--- config.mk ---
export PLATFORM = sky130hd
export DESIGN_NAME = fxr_top
export DESIGN_NICKNAME = d
export VERILOG_FILES = /design/src/rtl/fxr_pkg.sv /design/src/rtl/fxr_quant.sv /design/src/rtl/fxr_limit.sv /design/src/rtl/fxr_stage.sv /design/src/rtl/fxr_top.sv
export SDC_FILE = /design/constraint.sdc
export NUM_CORES = 1
export LEC_CHECK = 0
export BUFFER_PORTS_ARGS = -buffer_cell sky130_fd_sc_hd__buf_2
export CAP_MARGIN = 25
export CORE_ASPECT_RATIO = 0.75
export CORE_MARGIN = 4
export CORE_UTILIZATION = 23
export CTS_CLUSTER_DIAMETER = 80
export DETAILED_ROUTE_END_ITERATION = 6
export GPL_TIMING_DRIVEN = 0
export SETUP_SLACK_MARGIN = 0.3
export SKIP_CTS_REPAIR_TIMING = 1
export SLEW_MARGIN = 20
export SYNTH_ARGS = -nofsm -noshare
export SYNTH_HDL_FRONTEND = slang
export SYNTH_SLANG_ARGS = --single-unit
--- constraint.sdc ---
create_clock -name clk -period 2.6 [get_ports clk]
set_clock_uncertainty 0.05 [all_clocks]
set_input_delay 0.13 -clock clk [delete_from_list [all_inputs] [get_ports clk]]
set_output_delay 0.13 -clock clk [all_outputs]
set_load 0.1 [all_outputs]
--- src/rtl/fxr_pkg.sv ---
package fxr_pkg;

    typedef enum logic {
        RQ_TRUNC = 1'b0,
        RQ_ROUND = 1'b1
    } rq_mode_e;

    typedef struct packed {
        rq_mode_e mode;
        logic     sat_en;
    } rq_ctrl_t;

    function automatic rq_ctrl_t make_ctrl(logic rnd, logic sat);
        rq_ctrl_t c;
        c.mode   = rnd ? RQ_ROUND : RQ_TRUNC;
        c.sat_en = sat;
        return c;
    endfunction

    function automatic logic guard_inc(rq_mode_e m, logic guard);
        return (m == RQ_ROUND) && guard;
    endfunction

endpackage

--- src/rtl/fxr_quant.sv ---
module fxr_quant
    import fxr_pkg::*;
#(
    parameter int IN_W  = 16,
    parameter int OUT_W = 12
) (
    input  logic [IN_W-1:0]  in_word,
    input  rq_mode_e         mode,
    output logic [OUT_W:0]   ext_sum
);
    localparam int DROP = IN_W - OUT_W;

    generate
        if (DROP == 0) begin : g_pass
            logic unused_mode;
            assign unused_mode = mode;
            assign ext_sum = {in_word[IN_W-1], in_word};
        end else begin : g_cut
            logic [OUT_W-1:0] kept;
            logic             inc;
            logic             unused_low;
            assign kept       = in_word[IN_W-1:DROP];
            assign inc        = guard_inc(mode, in_word[DROP-1]);
            assign unused_low = ^in_word[DROP-1:0];
            assign ext_sum    = {kept[OUT_W-1], kept} + {{OUT_W{1'b0}}, inc};
        end
    endgenerate

endmodule

--- src/rtl/fxr_limit.sv ---
module fxr_limit #(
    parameter int OUT_W = 12
) (
    input  logic [OUT_W:0]   ext_sum,
    input  logic             sat_en,
    output logic [OUT_W-1:0] res,
    output logic             ovf
);
    localparam logic [OUT_W-1:0] POS_MAX = {1'b0, {(OUT_W-1){1'b1}}};
    localparam logic [OUT_W-1:0] NEG_MIN = {1'b1, {(OUT_W-1){1'b0}}};

    always_comb begin
        ovf = ext_sum[OUT_W] ^ ext_sum[OUT_W-1];
        if (ovf && sat_en)
            res = ext_sum[OUT_W] ? NEG_MIN : POS_MAX;
        else
            res = ext_sum[OUT_W-1:0];
    end

endmodule

--- src/rtl/fxr_stage.sv ---
module fxr_stage #(
    parameter int OUT_W = 12
) (
    input  logic             clk,
    input  logic             rst,
    input  logic             load,
    input  logic [OUT_W-1:0] d_data,
    input  logic             d_ovf,
    output logic             q_valid,
    output logic [OUT_W-1:0] q_data,
    output logic             q_ovf
);
    always_ff @(posedge clk) begin
        if (rst) begin
            q_valid <= 1'b0;
            q_data  <= '0;
            q_ovf   <= 1'b0;
        end else begin
            q_valid <= load;
            if (load) begin
                q_data <= d_data;
                q_ovf  <= d_ovf;
            end
        end
    end

endmodule

--- src/rtl/fxr_top.sv ---
module fxr_top
    import fxr_pkg::*;
#(
    parameter int IN_W    = 16,
    parameter int IN_FRAC = 8,
    parameter int OUT_W   = 12
) (
    input  logic             clk,
    input  logic             rst,
    input  logic             in_valid,
    input  logic [IN_W-1:0]  in_data,
    input  logic             rnd_sel,
    input  logic             sat_en,
    output logic             out_valid,
    output logic [OUT_W-1:0] out_data,
    output logic             out_ovf
);
    localparam int DROP = IN_W - OUT_W;

    generate
        if (DROP < 0 || DROP > IN_FRAC) begin : g_bad_widths
            $error("fxr_top: output width must keep all integer bits");
        end
    endgenerate

    rq_ctrl_t         ctrl;
    logic [OUT_W:0]   ext_sum;
    logic [OUT_W-1:0] lim_res;
    logic             lim_ovf;

    assign ctrl = make_ctrl(rnd_sel, sat_en);

    fxr_quant #(.IN_W(IN_W), .OUT_W(OUT_W)) u_quant (
        .in_word (in_data),
        .mode    (ctrl.mode),
        .ext_sum (ext_sum)
    );

    fxr_limit #(.OUT_W(OUT_W)) u_limit (
        .ext_sum (ext_sum),
        .sat_en  (ctrl.sat_en),
        .res     (lim_res),
        .ovf     (lim_ovf)
    );

    fxr_stage #(.OUT_W(OUT_W)) u_stage (
        .clk     (clk),
        .rst     (rst),
        .load    (in_valid),
        .d_data  (lim_res),
        .d_ovf   (lim_ovf),
        .q_valid (out_valid),
        .q_data  (out_data),
        .q_ovf   (out_ovf)
    );

    AST_VALID_FOLLOW: assert property (@(posedge clk) disable iff (rst) in_valid |=> out_valid) else $error("valid not delayed");
    AST_IDLE_HOLD: assert property (@(posedge clk) disable iff (rst) !in_valid |=> (!out_valid && $stable(out_data) && $stable(out_ovf))) else $error("idle output moved");
    AST_TRUNC_NO_OVF: assert property (@(posedge clk) disable iff (rst) (in_valid && !rnd_sel) |=> !out_ovf) else $error("overflow on truncation");
    AST_NEG_NO_OVF: assert property (@(posedge clk) disable iff (rst) (in_valid && in_data[IN_W-1]) |=> !out_ovf) else $error("overflow on negative input");
    AST_SAT_SIGN: assert property (@(posedge clk) disable iff (rst) (in_valid && sat_en && !in_data[IN_W-1]) |=> !out_data[OUT_W-1]) else $error("saturated result changed sign");

endmodule

### Yosys cells after proc, flatten, opt, wreduce, memory -nomap -nowiden

Index checks and enable logic that the tools add are counted.
Widths: inputs -> output; s select.

| operators by class | value |
|---|---|
| eq/ne operators | 0 |
| div/mod/pow operators | 0 |
| reduce and logical (&&, ||, !) cells | 2 |
| add/sub/neg operators | 1 |
| multipliers | 0 |
| shift-type cells | 0 |
| muxes and demuxes | 3 |
| bitwise gates (word level) | 1 |
| $lt $le $gt $ge | 0 |

Operators by type and width:

| cell | number |
|---|---|
| $mux 12 | 2 |
| $add 12x2->13 | 1 |
| $logic_and 1x1->1 | 2 |
| $mux 1 | 1 |
| $xor 1x1->1 | 1 |

| storage, ports and cells | value |
|---|---|
| flip-flop bits (word level) | 14 |
| ROM bits | 0 |
| latch bits | 0 |
| memories kept | 0 |
| memory bits (writable) | 0 |

### Depth between registers and ports, before layout

| depth | value |
|---|---|
| depth in word-level cells | 6 |
| depth in mapped cells | 8 |

### By module

From an unflattened synthesis, not the netlist that was laid out.

| unflattened totals | value |
|---|---|
| cells, all modules | 104 |
| area, all modules | 1,006.0 sq um |

By module, submodules not included:

| module | cells each | instances | area an instance (sq um) |
|---|---|---|---|
| fxr_stage | 44 | 1 | 501.7 |
| fxr_limit | 29 | 1 | 269.0 |
| fxr_quant | 31 | 1 | 235.2 |

### Worst setup path before layout

No wires, ideal clock.

| path | value |
|---|---|
| path kind | input to register |
| start point | input rnd_sel |
| end point | register u_stage.q_data[9] |
| data required time | 2.464 ns |
| arrival time | 1.539 ns |
| setup slack | 0.925 ns |
| library setup time | 0.086 ns |
| stages on the path | 8 |
| cells stage by stage | and2_1 > ha_1 > ha_1 > nand2_1 > xnor2_1 > clkbuf_1 > o22ai_1 > a211oi_1 |

| between the ends | value |
|---|---|
| longest elaborated chain between the ends | 6 |
| elaborated cells between the ends (all ways) | 7 |
| those cells by class | 1 x add/sub; 3 x mux; 1 x bitwise; 2 x reduce/logical |

Ends and longest elaborated chain:

| what | line | source |
|---|---|---|
| start: declaration | fxr_top.sv:12 | `input logic rnd_sel,` |
| $mux 1 (*) | fxr_pkg.sv:15 | `c.mode = rnd ? RQ_ROUND : RQ_TRUNC;` |
| $logic_and 1x1->1 (*) | fxr_pkg.sv:21 | `return (m == RQ_ROUND) && guard;` |
| $add 12x2->13 (*) | fxr_quant.sv:25 | `assign ext_sum = {kept[OUT_W-1], kept} + {{OUT_W{1'b0}}, inc};` |
| $xor 1x1->1 | fxr_limit.sv:13 | `ovf = ext_sum[OUT_W] ^ ext_sum[OUT_W-1];` |
| $logic_and 1x1->1 | fxr_limit.sv:14 | `if (ovf && sat_en)` |
| $mux 12 (*) | fxr_limit.sv:14 |  |
| end signal: assignment | fxr_stage.sv:21 | `q_data <= d_data;` |
| end: declaration | fxr_stage.sv:10 | `output logic [OUT_W-1:0] q_data,` |

Every way passes the cells marked *; elsewhere a longest branch is shown, timed or not.
A chain may end at the register's enable or synchronous reset.

### Final worst setup path

| path | value |
|---|---|
| start point | input rnd_sel |
| end point | register u_stage.q_data[2] |

Same word-level chain as after synthesis.

==> results_dict.tcl <==
set metrics [dict create \
    status "completed" \
    drc 0 \
    crit_required_ps 2700 \
    place_congestion 0.6874 \
    tritoncts "built" \
    synth_seq_area_share 0.3446 \
    leakage_uw 0.0004293 \
    cts_root_buf "clkbuf_8" \
    syn_nets 122 \
    fin_util 0.3179 \
    timing.final.crit_share 0.7043 \
    p_per_area_nw_per_um2 566.3 \
    final_common_cell "buf_2" \
    cp-end-kind "register" \
    p_sw_uw 225.6 \
    die_h_um 59.50 \
    drv_cap 0 \
    core_um2 3333 \
    vias_per_cell 4.809 \
    avgSynthCellArea_um2 8.215 \
    drive_gt1_frac 0.2857 \
    clock_latency_ps 230 \
    areaGrowthSynthToFinish_pct 30.31 \
    maxSlewHeadroom 0.6765 \
    grt_pass1_wl_um 3436 \
    num_io_pins 35 \
    portBuffers 31 \
    cp-start-kind "input port" \
    ant_nets 0 \
    internal_power_uw 374.6 \
    drt_iter0_markers 42 \
    diodes 0 \
    grtUsageTotal 0.09519 \
    final_nets 158 \
    met2_usage 0.1365 \
    dr.pass1.iters 4 \
    clock-sinks 14 \
    ys_warn_count 0 \
    drt_wl_total_um 2146 \
    worst_ir_drop_vdd_uv 177.7 \
    cts_buffer_depth 2 \
    layout_common_cells "buf_2 (31), dfxtp_1 (14), nor2_1 (13)" \
    tightest_slew_ps 488.7 \
    hold_start "rst" \
    vias 832 \
    grt_most_used_layer "met2" \
    dieArea_um2 4561 \
    start_util 0.2440 \
    power.share.clock 0.278 \
    hold_violations 0 \
    fmax_mhz 546.1 \
    post_drt_wl_per_cell_um 12.40 \
    cp_max_fo 10 \
    setup_viol 0 \
    rows 18 \
    switching_share 0.3758 \
    hold_class "input port to register" \
    die_w_um 76.67 \
    rsz0062_at_grt "no" \
    met1_usage 0.1352 \
    arrival_ps 1930 \
    grtUsageMet3 0.02888 \
    grt_pass1_vias 758 \
    overflow 0 \
    numCtsBuffers 3 \
    path_clk_slew_ps 50 \
    syn_inst 99 \
    ys_seq_elements 14 \
    fill_cells 356 \
    crit_type "input port to register" \
    critPathLaunch "rnd_sel" \
    synth_cell_types 26 \
    syn-cell-area_um2 813.3 \
    cts_max_level 1 \
    slew_viol_final 0 \
    grt_start_max_net_pins 11 \
    fin_tns_setup_ps 0 \
    r2r_start "u_stage.q_data[2]$_SDFFE_PP0P_" \
    p_comb_frac 0.329 \
    p_seq_frac 0.393 \
    grt_antenna_before_repair 0 \
    period_minus_slack_ps 1831 \
]
power by group through the flow:
| stage | Combinational, µW | Sequential [µW] | Clock, µW |
|---|---|---|---|
| 3_3_place_gp | 196 | 239 | 0 |
| 6_report | 197 | 236 | 167 |
| 2_1_floorplan | 46.1 | 342 | 0 |
| 5_1_grt | 209 | 237 | 184 |
| 4_1_cts | 197 | 236 | 173 |
| 3_5_place_dp | 197 | 240 | 0 |
routing by layer:
layer | share of wire | up-vias
met3 | 0.078 | 2
met5 | 0 | -
met4 | 0.0061 | 0
met2 | 0.41 | 31
li1 | - | 439
met1 | 0.51 | 360
cells in the mapped netlist:
| cell type | count | share of area |
|---|---|---|
| nand3_1 | 4 | 0.025 |
| or3_1 | 1 | 0.0077 |
| o21a_1 | 6 | 0.055 |
| inv_1 | 4 | 0.018 |
| o21ai_0 | 6 | 0.037 |
| o22ai_1 | 6 | 0.046 |
| or4_4 | 1 | 0.014 |
| nor2b_1 | 1 | 0.0077 |
| nor3_1 | 4 | 0.025 |
| buf_6 | 1 | 0.014 |
| o31ai_1 | 1 | 0.0092 |
| xnor2_1 | 3 | 0.032 |
| nor2_1 | 13 | 0.060 |
| a211oi_1 | 12 | 0.11 |
| and2_1 | 1 | 0.0077 |
| xor2_1 | 1 | 0.011 |
| nand4_1 | 1 | 0.0077 |
| clkbuf_1 | 4 | 0.018 |
| nor4_1 | 2 | 0.015 |
| o41a_1 | 1 | 0.014 |
| ha_1 | 2 | 0.031 |
| o31a_1 | 2 | 0.022 |
| nand2_1 | 6 | 0.028 |
| mux2_2 | 1 | 0.014 |
| dfxtp_1 | 14 | 0.34 |
| nand4_4 | 1 | 0.026 |
kinds of logic after synthesis:
group	Yosys count	synth area share
simple gates	35	0.2231
compound gates	34	0.2939
flops	14	0.3446
buf+inv	9	0.05076
xor+xnor	4	0.04308
fa+ha+maj	2	0.03076
mux	1	0.01385
layout make-up:
class	instances	area, µm²	area share
clock buffers	3	41.29	0.03896
plain buffers	5	26.28	0.02479
inverters	4	15.01	0.01417
flip-flops and latches	14	280.3	0.2645
well taps	40	50.05	0.04723
multi-input cells	76	491.7	0.4640
repair buffers	31	155.1	0.1464
worst max-delay path, stage by stage:
cell and delay, ps:
buf_2 90, and2_1 150, ha_1 220, ha_1 240, nand2_1 110, xnor2_1 170
clkbuf_1 370, o21ai_0 180, a211oi_1 260
path summary, 6_finish.rpt:
kind                                     to  slack (ps)  cells after the start
max          u_stage.q_data[2]$_SDFFE_PP0P_         770                      9
min reg2reg  u_stage.q_data[9]$_SDFFE_PP0P_         430                      2
min              u_stage.q_ovf$_SDFFE_PP0P_          70                      2
max reg2reg  u_stage.q_data[2]$_SDFFE_PP0P_        1870                      2
sequential cells by signal (all words and copies together), names as in the netlist:
| name | count |
|---|---|
| u_stage.q_valid | 1 |
| u_stage.q_data | 12 |
| u_stage.q_ovf | 1 |
stage by stage:
step | instance area [µm²] | power (µW) | worst slack [ps] | hold slack (ps) | std cells
3_3_place_gp | 1018 | 434.9 | 575.2 | 320.4 | 170
4_1_cts | 1060 | 606.2 | 781.8 | 66.41 | 173
2_1_floorplan | 813.3 | 387.8 | 925.4 | 151.6 | 99
5_1_grt | 1060 | 629.8 | 581.1 | 89.18 | 173
6_report | 1060 | 600.1 | 768.7 | 66.37 | 173
3_5_place_dp | 1018 | 437.4 | 523.8 | 317.1 | 170
Power figures use the tool's default switching activity.
